==> src/rtl/vscmp_pkg.sv <==
package vscmp_pkg;

  typedef enum logic [1:0] {
    SZ_BYTE = 2'd0,
    SZ_HALF = 2'd1,
    SZ_WORD = 2'd2,
    SZ_BAD  = 2'd3
  } size_e;

  // Condition decoded into primitive terms:
  // hit = invert ^ ((take_eq & eq) | (take_gt & gt))
  typedef struct packed {
    logic is_signed;
    logic take_eq;
    logic take_gt;
    logic invert;
  } cond_dec_t;

  function automatic cond_dec_t decode_cond(input logic [2:0] sel);
    cond_dec_t d;
    logic [2:0] terms;
    case (sel)
      3'b000:  terms = 3'b100; // equal
      3'b010:  terms = 3'b101; // not equal
      3'b001:  terms = 3'b110; // unsigned >=
      3'b011:  terms = 3'b010; // unsigned >
      3'b100:  terms = 3'b110; // signed >=
      3'b110:  terms = 3'b111; // signed <
      3'b101:  terms = 3'b010; // signed >
      default: terms = 3'b011; // signed <=
    endcase
    d.is_signed = sel[2];
    d.take_eq   = terms[2];
    d.take_gt   = terms[1];
    d.invert    = terms[0];
    return d;
  endfunction

endpackage

==> src/rtl/vscmp_lane_cmp.sv <==
module vscmp_lane_cmp
  import vscmp_pkg::*;
#(
  parameter int LANE_W = 8
) (
  input  logic [LANE_W-1:0] lane_a,
  input  logic [LANE_W-1:0] scalar_b,
  input  cond_dec_t         dec,
  output logic              hit
);

  logic eq;
  logic gt_u;
  logic gt_s;
  logic gt;

  always_comb begin
    eq   = (lane_a == scalar_b);
    gt_u = (lane_a > scalar_b);
    gt_s = ($signed(lane_a) > $signed(scalar_b));
    gt   = dec.is_signed ? gt_s : gt_u;
    hit  = dec.invert ^ ((dec.take_eq & eq) | (dec.take_gt & gt));
  end

endmodule

==> src/rtl/vscmp_size_slice.sv <==
module vscmp_size_slice
  import vscmp_pkg::*;
#(
  parameter int VEC_BYTES  = 16,
  parameter int LANE_BYTES = 1
) (
  input  logic [VEC_BYTES*8-1:0]  vec,
  input  logic [LANE_BYTES*8-1:0] scalar_t,
  input  cond_dec_t               dec,
  output logic [VEC_BYTES-1:0]    byte_hits
);

  localparam int LANE_W = LANE_BYTES * 8;
  localparam int LANES  = VEC_BYTES / LANE_BYTES;

  for (genvar k = 0; k < LANES; k++) begin : g_lane
    logic lane_hit;

    vscmp_lane_cmp #(
      .LANE_W (LANE_W)
    ) u_cmp (
      .lane_a   (vec[k*LANE_W +: LANE_W]),
      .scalar_b (scalar_t),
      .dec      (dec),
      .hit      (lane_hit)
    );

    assign byte_hits[k*LANE_BYTES +: LANE_BYTES] = {LANE_BYTES{lane_hit}};
  end

endmodule

==> src/rtl/vscmp_pred_merge.sv <==
module vscmp_pred_merge #(
  parameter int PRED_W = 16
) (
  input  logic [PRED_W-1:0] pred_cur,
  input  logic [PRED_W-1:0] raw_hits,
  input  logic [PRED_W-1:0] lane_mask,
  input  logic [PRED_W-1:0] beat_mask,
  output logic [PRED_W-1:0] pred_nxt
);

  logic [PRED_W-1:0] gated;

  always_comb begin
    gated    = raw_hits & lane_mask;
    pred_nxt = (pred_cur & ~beat_mask) | (gated & beat_mask);
  end

endmodule

==> src/rtl/vscmp_pred_unit.sv <==
module vscmp_pred_unit
  import vscmp_pkg::*;
#(
  parameter int VEC_BYTES  = 16,
  parameter int SCALAR_W   = 32,
  parameter int IDX_W      = 4,
  parameter int ZERO_IDX   = 15,
  parameter int BAD_IDX    = 13,
  parameter int BLK_MASK_W = 4
) (
  input  logic                   clk,
  input  logic                   rst_n,
  input  logic                   req_valid,
  input  logic [VEC_BYTES*8-1:0] vec_in,
  input  logic [SCALAR_W-1:0]    scalar_in,
  input  logic [IDX_W-1:0]       scalar_idx,
  input  logic [1:0]             size_code,
  input  logic [2:0]             cond_sel,
  input  logic [VEC_BYTES-1:0]   lane_mask,
  input  logic [VEC_BYTES-1:0]   beat_mask,
  input  logic [BLK_MASK_W-1:0]  block_mask,
  output logic [VEC_BYTES-1:0]   pred_q,
  output logic                   illegal_q,
  output logic                   blk_start_q,
  output logic [BLK_MASK_W-1:0]  blk_mask_q
);

  localparam int PRED_W  = VEC_BYTES;
  localparam int N_SIZES = 3;

  // Reset: asserted asynchronously, released on a clock edge
  logic [1:0] rst_sync;
  logic       rst_int_n;

  always_ff @(posedge clk or negedge rst_n) begin
    if (!rst_n) rst_sync <= 2'b00;
    else        rst_sync <= {rst_sync[0], 1'b1};
  end
  assign rst_int_n = rst_sync[1];

  // Operand selection and legality
  logic [SCALAR_W-1:0] scalar_eff;
  logic                op_legal;
  cond_dec_t           dec;

  always_comb begin
    scalar_eff = (scalar_idx == IDX_W'(ZERO_IDX)) ? '0 : scalar_in;
    op_legal   = (size_code != SZ_BAD) && (scalar_idx != IDX_W'(BAD_IDX));
    dec        = decode_cond(cond_sel);
  end

  // One compare slice per lane width
  logic [PRED_W-1:0] hits_by_size [N_SIZES];

  for (genvar s = 0; s < N_SIZES; s++) begin : g_size
    localparam int LB = 1 << s;
    vscmp_size_slice #(
      .VEC_BYTES  (VEC_BYTES),
      .LANE_BYTES (LB)
    ) u_slice (
      .vec       (vec_in),
      .scalar_t  (scalar_eff[LB*8-1:0]),
      .dec       (dec),
      .byte_hits (hits_by_size[s])
    );
  end

  logic [PRED_W-1:0] raw_hits;

  always_comb begin
    case (size_code)
      SZ_HALF: raw_hits = hits_by_size[1];
      SZ_WORD: raw_hits = hits_by_size[2];
      default: raw_hits = hits_by_size[0];
    endcase
  end

  logic [PRED_W-1:0] pred_merged;

  vscmp_pred_merge #(
    .PRED_W (PRED_W)
  ) u_merge (
    .pred_cur  (pred_q),
    .raw_hits  (raw_hits),
    .lane_mask (lane_mask),
    .beat_mask (beat_mask),
    .pred_nxt  (pred_merged)
  );

  // Next state
  logic [PRED_W-1:0]     pred_d;
  logic                  pred_en;
  logic                  illegal_d;
  logic                  blk_start_d;
  logic [BLK_MASK_W-1:0] blk_mask_d;
  logic                  blk_en;

  always_comb begin
    pred_en     = req_valid && op_legal;
    pred_d      = pred_merged;
    illegal_d   = req_valid && !op_legal;
    blk_en      = pred_en;
    blk_mask_d  = block_mask;
    blk_start_d = pred_en && (block_mask != '0);
  end

  // Registers
  always_ff @(posedge clk or negedge rst_int_n) begin
    if (!rst_int_n)   pred_q <= '0;
    else if (pred_en) pred_q <= pred_d;
  end

  always_ff @(posedge clk or negedge rst_int_n) begin
    if (!rst_int_n) begin
      illegal_q   <= 1'b0;
      blk_start_q <= 1'b0;
    end else begin
      illegal_q   <= illegal_d;
      blk_start_q <= blk_start_d;
    end
  end

  always_ff @(posedge clk or negedge rst_int_n) begin
    if (!rst_int_n)  blk_mask_q <= '0;
    else if (blk_en) blk_mask_q <= blk_mask_d;
  end

endmodule

==> config.mk <==
export PLATFORM = sky130hd
export DESIGN_NAME = vscmp_pred_unit
export DESIGN_NICKNAME = d
export VERILOG_FILES = /design/src/rtl/vscmp_pkg.sv /design/src/rtl/vscmp_lane_cmp.sv /design/src/rtl/vscmp_size_slice.sv /design/src/rtl/vscmp_pred_merge.sv /design/src/rtl/vscmp_pred_unit.sv
export SDC_FILE = /design/constraint.sdc
export NUM_CORES = 1
export LEC_CHECK = 0
export BUFFER_PORTS_ARGS = -buffer_cell sky130_fd_sc_hd__buf_2
export CAP_MARGIN = 20
export CORE_MARGIN = 2
export CORE_UTILIZATION = 51
export CTS_CLUSTER_SIZE = 16
export DETAILED_ROUTE_END_ITERATION = 12
export HOLD_SLACK_MARGIN = 0.1
export MAX_ROUTING_LAYER = met4
export PLACE_DENSITY = 0.88
export SLEW_MARGIN = 20
export SYNTH_ARGS = -nofsm -noshare
export SYNTH_HDL_FRONTEND = slang
export SYNTH_SLANG_ARGS = --single-unit
==> constraint.sdc <==
create_clock -name clk -period 0.8 [get_ports clk]
set_input_delay 0.08 -clock clk [delete_from_list [all_inputs] [get_ports clk]]
set_output_delay 0.08 -clock clk [all_outputs]
set_load 0.01 [all_outputs]
==> results of run 1 <==
==> cells by family after synthesis <==
group	Yosys count	synth area share (%)
AO/OA/AOI/OAI	356	26.14
flip-flops	24	6.824
XOR/XNOR	12	1.194
buffers and inverters	66	3.014
other	1	0.04261
multiplexers	22	2.673
AND/OR/NAND/NOR	409	23.29
adder cells (fa/ha/maj)	259	36.82
==> per-stage QoR <==
stage	setup WS [ps]	instance area, µm²	hold WS, ps
after CTS	-2124	14500	76.66
after detailed placement	-2730	13170	-130.4
after global placement	-2436	13170	-132.8
after floorplan	-2029	9193	-215.6
==> per-layer routing <==
metal | overflow | global-route usage, %
met1 | 3 | 74.69
met2 | 63 | 92.87
met3 | 0 | 61.99
met4 | 26 | 81.37
met5 | - | -
==> Yosys cell counts, drive strengths merged (7+ instances only) <==
cell type	n
a2111oi	8
a211o	7
a211oi	11
a21o	16
a21oi	122
a31oi	15
and3	9
and4	8
buf	7
clkbuf	23
dfrtp	24
ha	259
inv	36
mux2	12
mux2i	10
nand2	124
nand2b	9
nand3	29
nand4	62
nor2	84
nor2b	21
nor3	18
nor4	15
o211ai	13
o21a	12
o21ai	72
o31ai	12
xnor2	9
==> what timing repair did <==
item                                    in CTS
buffers inserted                            31
endpoints found under the hold margin        9
resized for setup                          159
pin swaps                                   48
gates cloned                                 3
hold buffers                                 3
endpoints found under the setup margin      43
==> impl_metrics.py, run 1 <==
metrics = {
    "status": {
        "status": "aborted with a tool error",
        "lastStage": "global routing (5_1_grt)",
        "error": "[ERROR GRT-0116] Global routing finished with congestion. Check the congestion regions in the DRC Viewer.",
    },
    "placed_design": {
        "dp_hpwl_um": 37400,
        "placedCellCount": 1919,
        "gp_congestion": 1.140,
        "io_buffer_count": 229,
    },
    "synthesis": {
        "syn-cell-area_mm2": 0.008801,
        "synthDistinctLibCells": 77,
        "yosysWarnings": 0,
        "syn_inst": 1149,
        "synth-async-reset-ratio_pct": 100.0,
        "synth_top_area_share_pct": 36.82,
        "syn_nets": 1616,
        "syn_area_per_cell_um2": 7.660,
        "synthFlopType": "dfrtp_1",
        "synth.area.top_cells": "ha_1 (37%), a21oi_1 (6.9%), dfrtp_1 (6.8%)",
        "ys_ff_latch": 24,
        "yosysSeqAreaShare_pct": 6.824,
        "synth_area_leader_cell": "ha_1",
        "synth_edf_count": 0,
    },
    "floorplanning": {
        "start_util_pct": 51.60,
        "ioPinCount": 230,
        "die_height_um": 135.4,
        "die-width_um": 135.4,
        "rows": 48,
    },
    "clocking": {
        "clockRootBuffer": "clkbuf_16",
        "cts_sinks": 24,
        "cts_buffer_depth": 2,
        "htree_levels": 1,
        "numCtsBuffers": 3,
    },
    "grt": {
        "grt_pass1_wl_um": 105900,
        "gr-total-overflow": 92,
        "grt_max_degree": 16,
        "track_usage_pct": 78.10,
        "grt_pass1_vias": 17450,
    },
}
==> run 2, diff against run 1 <==
CORE_UTILIZATION = 40   (was 51)
CTS_CLUSTER_SIZE = default   (was 16)
HOLD_SLACK_MARGIN = default   (was 0.1)
MAX_ROUTING_LAYER = default   (was met4)
PLACE_DENSITY = default   (was 0.88)
PLACE_DENSITY_LB_ADDON = 0.15   (was default)
clock period = 1 ns   (was 0.8 ns; I/O delays follow)
==> run 2 against run 1 <==
Compared with the run above: the flow now finishes, with violations (negative setup slack); area after synthesis is the same; synthesized cell count stayed put.
==> impl_metrics.py, run 2 <==
metrics = {
    "power_and_ir_drop": {
        "power.leakage_nw": 7.316,
        "power_density_mw_per_mm2": 682.0,
        "peakVddDrop_v": 0.0006947,
        "fin_total_pwr_w": 0.01004,
    },
    "synthesis": {
        "synthSimpleGateAreaFrac_pct": 23.29,
        "yosys.area_share.xor_xnor_pct": 1.194,
        "syn_nets": 1616,
        "synth.area.top_cells": "ha_1 (37%), a21oi_1 (6.9%), dfrtp_1 (6.8%)",
        "synth_area_leader_cell": "ha_1",
        "synth_top_family_by_area": "adder cells",
        "ys_ff_latch": 24,
        "synthFlopType": "dfrtp_1",
        "synth-compound-area-share_pct": 26.14,
        "yosysSeqAreaShare_pct": 6.824,
        "yosysMostFrequentCell": "ha_1",
        "syn_area_per_cell_um2": 7.660,
        "synth_top_area_share_pct": 36.82,
        "yosysWarnings": 0,
        "synth_edf_count": 0,
        "ys_top_cells_by_count": "ha_1 (259), nand2_1 (124), a21oi_1 (121), nor2_1 (84), nand4_1 (61)",
        "syn_inst": 1149,
        "synth-async-reset-ratio_pct": 100.0,
        "synth-adder-area-share_pct": 36.82,
        "synthMuxAreaShare_pct": 2.673,
        "syn-cell-area_mm2": 0.008801,
        "synthDistinctLibCells": 77,
    },
    "sta": {
        "fin_crit_sh_pct": 308.7,
        "fmax_mhz": 323.9,
        "tightest_slew_ps": 579.8,
        "whs_ps": 96.70,
        "final.setup.tns_ps": -32700,
        "layout_setup_ws_ps": -2087,
        "finalMaxSlewViolations": 0,
        "finalSetupViolations": 20,
        "fin_skew_ps": 4.638,
        "rsz0062_at_grt": "true",
        "min_period_ps": 3087,
        "slew_headroom_pct": 60.84,
        "hold_viol": 0,
    },
    "detailed_routing": {
        "drt_iter0_markers": 804,
        "dr.pass1.iters": 5,
        "drt-total-wl_um": 41600,
        "vias": 11990,
        "routedWlPerCell_um": 20.37,
        "postRouteAntennaNets": 0,
        "vias_per_cell": 5.873,
        "drc_errors": 0,
    },
    "hold_path": {
        "hp-class": "in -> reg",
        "worstHoldPathCells": 3,
        "hp-start": "lane_mask[15]",
    },
    "cells_and_area": {
        "diodes": 0,
        "drive_above_1_share_pct": 45.18,
        "layout.cells.non_filler": 2042,
        "syn2layout_area_growth_pct": 67.32,
        "final_cell_mix": "buf_4 (378), ha_1 (229), buf_2 (224)",
        "nNetsFinal": 2230,
        "final_common_cell": "buf_4",
    },
    "grt": {
        "grt_pass1_wl_um": 63970,
        "grt_max_degree": 23,
        "gr-total-overflow": 0,
        "grt_pass1_vias": 12190,
        "track_usage_pct": 34.22,
        "antenna_found_initial": 0,
    },
    "placed_design": {
        "dp_hpwl_um": 34070,
        "placedCellCount": 2001,
        "io_buffer_count": 229,
        "gp_congestion": 0.9587,
        "dpl_worst_slack_ps": -2418,
    },
    "worst_setup_path": {
        "rrSetupSlack_ps": 170,
        "required_ps": 1190,
        "cp_data_arrival_time_ps": 3280,
        "critPathLaunchType": "input port",
        "worst_setup_path_end_kind": "flip-flop",
        "worst-setup-path-type": "in -> reg",
        "critPathMaxFanout": 8,
        "ff2ff_path_depth": 2,
    },
    "status": {
        "status": "finished, violations left",
        "violations": "negative setup slack",
    },
    "clocking": {
        "cts_buffer_depth": 2,
        "cts_sinks": 24,
        "clockRootBuffer": "clkbuf_16",
        "htree_levels": 1,
        "numCtsBuffers": 3,
        "cts_tree": "done",
        "clk_pin_slew_worst_paths_ps": 70,
        "clkLatencyLatePin_ps": 260,
    },
    "floorplanning": {
        "die-width_um": 152.3,
        "dieArea_mm2": 0.02320,
        "ioPinCount": 230,
        "coreArea_mm2": 0.02169,
        "start_util_pct": 40.58,
        "rows": 54,
        "die_height_um": 152.3,
    },
    "run": {
        "drv_cap": 0,
    },
}
## run 2: cell counts after synthesis
No cell type changed its count.
## run 2: power breakdown
part	switching [W]	internal, W
logic	0.00390	0.00379
clock network	0.000357	0.000796
registers	0.0000856	0.00111
## run 2: cell type report
class                           count  area [µm²]
Fill cell                        1831        6963
Multi-Input combinational cell   1059        9022
Tap cell                          280       350.3
Sequential cell                    24       600.6
Inverter                           36       135.1
Clock inverter                      1       30.03
Clock buffer                        3       75.07
Timing Repair Buffer              639        4512
## run 2: stage by stage
stage | util, % | instance area [µm²]
after CTS | 65.95 | 14300
after floorplan | - | 9193
final | 67.90 | 14730
after global routing | 67.90 | 14730
after detailed placement | 61.90 | 13430
after global placement | 61.90 | 13430
## run 2: kinds of logic after synthesis
kind of cell | count (synthesis)
other cells | 1
compound gates | 356
mux | 22
buf+inv | 66
flops | 24
fa+ha+maj | 259
xor+xnor | 12
simple gates | 409
## run 2: metal layers
| metal | vias to the layer above | global-route usage [%] | routed length (µm) |
|---|---|---|---|
| li1 | 5715 | - | - |
| met1 | 5707 | 42.54 | 17160 |
| met2 | 464 | 62.05 | 20450 |
| met3 | 106 | 2.446 | 2365 |
| met4 | 0 | 12.24 | 1631 |
| met5 | - | 0 | 0 |
## run 2: worst max path at each step
stage | from | to | slack (ps) | cells past startpoint
2_1_floorplan | scalar_idx[0] | flip-flop | -1850 | 15
6_report | scalar_idx[0] | flip-flop | -2090 | 18
5_1_grt | scalar_idx[0] | flip-flop | -2140 | 18
3_3_place_gp | scalar_idx[3] | flip-flop | -2410 | 15
3_5_place_dp | scalar_idx[0] | flip-flop | -2420 | 16
4_1_cts | scalar_idx[0] | flip-flop | -1960 | 17
## run 2: critical path: stages
cell and delay, ps:
buf_6 90, nand4_1 110, buf_6 160, buf_12 150, buf_12 150, buf_12 110
nand2_8 50, buf_12 150, ha_4 270, nand4_1 200, nor4_4 420, nand2_2 120
mux2_4 310, a211o_1 300, nor2_4 140, nor4_2 60, a21oi_2 170, a32o_1 190
## run 2: repair_timing
| item | CTS | global route |
|---|---|---|
| gates cloned | 1 | 0 |
| hold buffers | 1 | 0 |
| gates resized for setup | 108 | 55 |
| endpoints found under the setup margin | 21 | 20 |
| buffers inserted | 21 | 16 |
| endpoints found under the hold margin | 2 | 0 |
| pin swaps | 36 | 43 |
Note: power is estimated with default switching activity, not from simulation.
==> run 3, diff against run 2 <==
==> constraint.sdc (replaced) <==
create_clock -name clk -period 1 [get_ports clk]
set_input_delay 0.05 -clock clk [delete_from_list [all_inputs] [get_ports clk]]
set_output_delay 0.05 -clock clk [all_outputs]
set_load 0.01 [all_outputs]
==> run 3 against run 2 <==
Compared with the run above: the flow still finishes with violations (negative setup slack); critical path depth unchanged; wire length shrank 0.13%; first-iteration DRC count down 2.0%; non-clock buffer count fell by 22; sequential power about the same; fmax rose by 4.7%; total power increased by 2.5%; hold slack worse by 66 ps; utilization increased by 2.2 points; clock skew shrank 3.1 ps; design area grew 3.3%.
==> impl_metrics.py, run 3 (synthesis gave the netlist of run 2 again) <==
metrics = {
    "cells_and_area": {
        "drive_above_1_share_pct": 46.87,
        "final_common_cell": "buf_4",
        "final_util_pct": 70.12,
        "final_cell_mix": "buf_4 (335), buf_2 (223), ha_1 (207)",
        "fillers": 1724,
        "syn2layout_area_growth_pct": 72.80,
        "layout.cells.non_filler": 2021,
        "diodes": 0,
        "nNetsFinal": 2209,
    },
    "worst_setup_path": {
        "worst_setup_path_end_kind": "flip-flop",
        "cp_data_arrival_time_ps": 3140,
        "worst-setup-path-type": "in -> reg",
        "cp_slowest_cell": "nor4_4",
        "critPathLaunchType": "input port",
        "critPathMaxFanout": 8,
        "cp_num_buf_inv": 6,
        "required_ps": 1200,
        "worstSetupPathDepth": 18,
        "path_common_cell": "buf_12",
        "worstPathCellList": "buf_6 -> nand4_1 -> buf_6 -> buf_12 -> buf_12 -> buf_12 -> nand2_8 -> buf_12 -> ha_4 -> nand4_1 -> nor4_4 -> nand2_2 -> mux2_4 -> a211o_1 -> nor2_4 -> nor3_2 -> a21oi_2 -> a32o_1",
        "ff2ff_path_depth": 2,
        "cp_top_family": "simple AND/OR/NAND/NOR gates",
        "cpPeakStageDelay_ps": 360,
    },
    "run": {
        "drv_cap": 0,
    },
    "floorplanning": {
        "rows": 54,
        "ioPinCount": 230,
        "die_height_um": 152.3,
        "dieArea_mm2": 0.02320,
        "die-width_um": 152.3,
        "coreArea_mm2": 0.02169,
        "start_util_pct": 40.58,
    },
    "sta": {
        "rsz0062_at_grt": "true",
        "fmax_mhz": 339.1,
        "finalMaxSlewViolations": 0,
        "hold_viol": 0,
        "finalSetupViolations": 20,
        "layout_setup_ws_ps": -1949,
        "whs_ps": 31.17,
        "slew_headroom_pct": 60.91,
        "min_period_ps": 2949,
        "tightest_slew_ps": 584.2,
        "fin_crit_sh_pct": 294.9,
        "fin_skew_ps": 1.561,
    },
    "grt": {
        "antenna_found_initial": 0,
        "grt_pass1_wl_um": 62110,
        "track_usage_pct": 33.64,
        "grt_pass1_vias": 11710,
        "gr-total-overflow": 0,
        "grt_max_degree": 17,
    },
    "detailed_routing": {
        "drt_iter0_markers": 788,
        "wl_met3_um": 2765,
        "met2_length_um": 19890,
        "vias_per_cell": 5.885,
        "vias": 11890,
        "dr.pass1.iters": 5,
        "drt-total-wl_um": 41550,
        "drc_errors": 0,
        "postRouteAntennaNets": 0,
        "top_layer_used": "met4",
        "routedWlPerCell_um": 20.56,
        "met1_length_um": 17050,
    },
    "placed_design": {
        "gp_congestion": 0.9656,
        "dp_hpwl_um": 33400,
        "dpl_worst_slack_ps": -2304,
        "io_buffer_count": 229,
        "placedCellCount": 1981,
    },
    "status": {
        "violations": "negative setup slack",
        "status": "finished, violations left",
    },
    "power_and_ir_drop": {
        "peakVddDrop_v": 0.0006758,
        "power_density_mw_per_mm2": 677.2,
        "power.leakage_nw": 7.344,
    },
    "clocking": {
        "clk_pin_slew_worst_paths_ps": 60,
        "numCtsBuffers": 3,
        "cts_sinks": 24,
        "clkLatencyLatePin_ps": 260,
        "clockRootBuffer": "clkbuf_16",
        "htree_levels": 1,
        "cts_buffer_depth": 2,
        "cts_tree": "done",
    },
    "hold_path": {
        "hp-class": "in -> reg",
        "worstHoldPathCells": 2,
    },
}
[run 3: path summary, 6_finish.rpt]
kind / from / end / slack, ps
max in group asynchronous: rst_sync[1] / async pin / 600
worst max register to register: flip-flop / flip-flop / 150
worst min register to register: rst_sync[1] / blk_mask_q[2] / 160
worst max-delay path: scalar_idx[0] / flip-flop / -1950
worst min-delay path: req_valid / illegal_q / 30
min in group asynchronous: rst_n / rst_sync[0] / 110
[run 3: layout make-up]
class                   instances  area [µm²]  share of cell area [%]
inverters                      36       135.1                  0.8885
clock buffers                   3       75.07                  0.4936
repair buffers                617        4478                   29.44
clock inverters                 1       30.03                  0.1975
multi-input cells            1060        9539                   62.72
well taps                     280       350.3                   2.304
flip-flops and latches         24       600.6                   3.949
[run 3: power by group]
part | switching [W] | internal [W] | leakage, nW
clock network | 0.000358 | 0.000796 | 0.0511
registers | 0.0000870 | 0.00111 | 0.307
logic | 0.00403 | 0.00391 | 6.99
total | 0.00448 | 0.00582 | 7.34
[run 3: metrics by stage]
step / instance area, µm² / setup TNS (ps) / total power, W
floorplan: 9189 / -27150 / 0.004641
global placement: 13310 / -37070 / 0.007849
detailed placement: 13310 / -37620 / 0.007961
CTS: 14530 / -29420 / 0.009661
global route: 15210 / -31780 / 0.01102
finish: 15210 / -30170 / 0.01030
[run 3: repair_timing]
item	4_1_cts	5_1_grt
buffers inserted	19	15
setup endpoints to repair	21	20
gates cloned	4	0
hold endpoints to repair	2	0
hold buffers	1	0
resized for setup	146	98
pin swaps	41	69
[run 3: per-layer routing]
metal | vias to the layer above | global-route usage (%)
met1 | 5614 | 41.52
li1 | 5683 | -
met3 | 127 | 4.579
met4 | 0 | 14.33
met2 | 469 | 58.62
met5 | - | 0
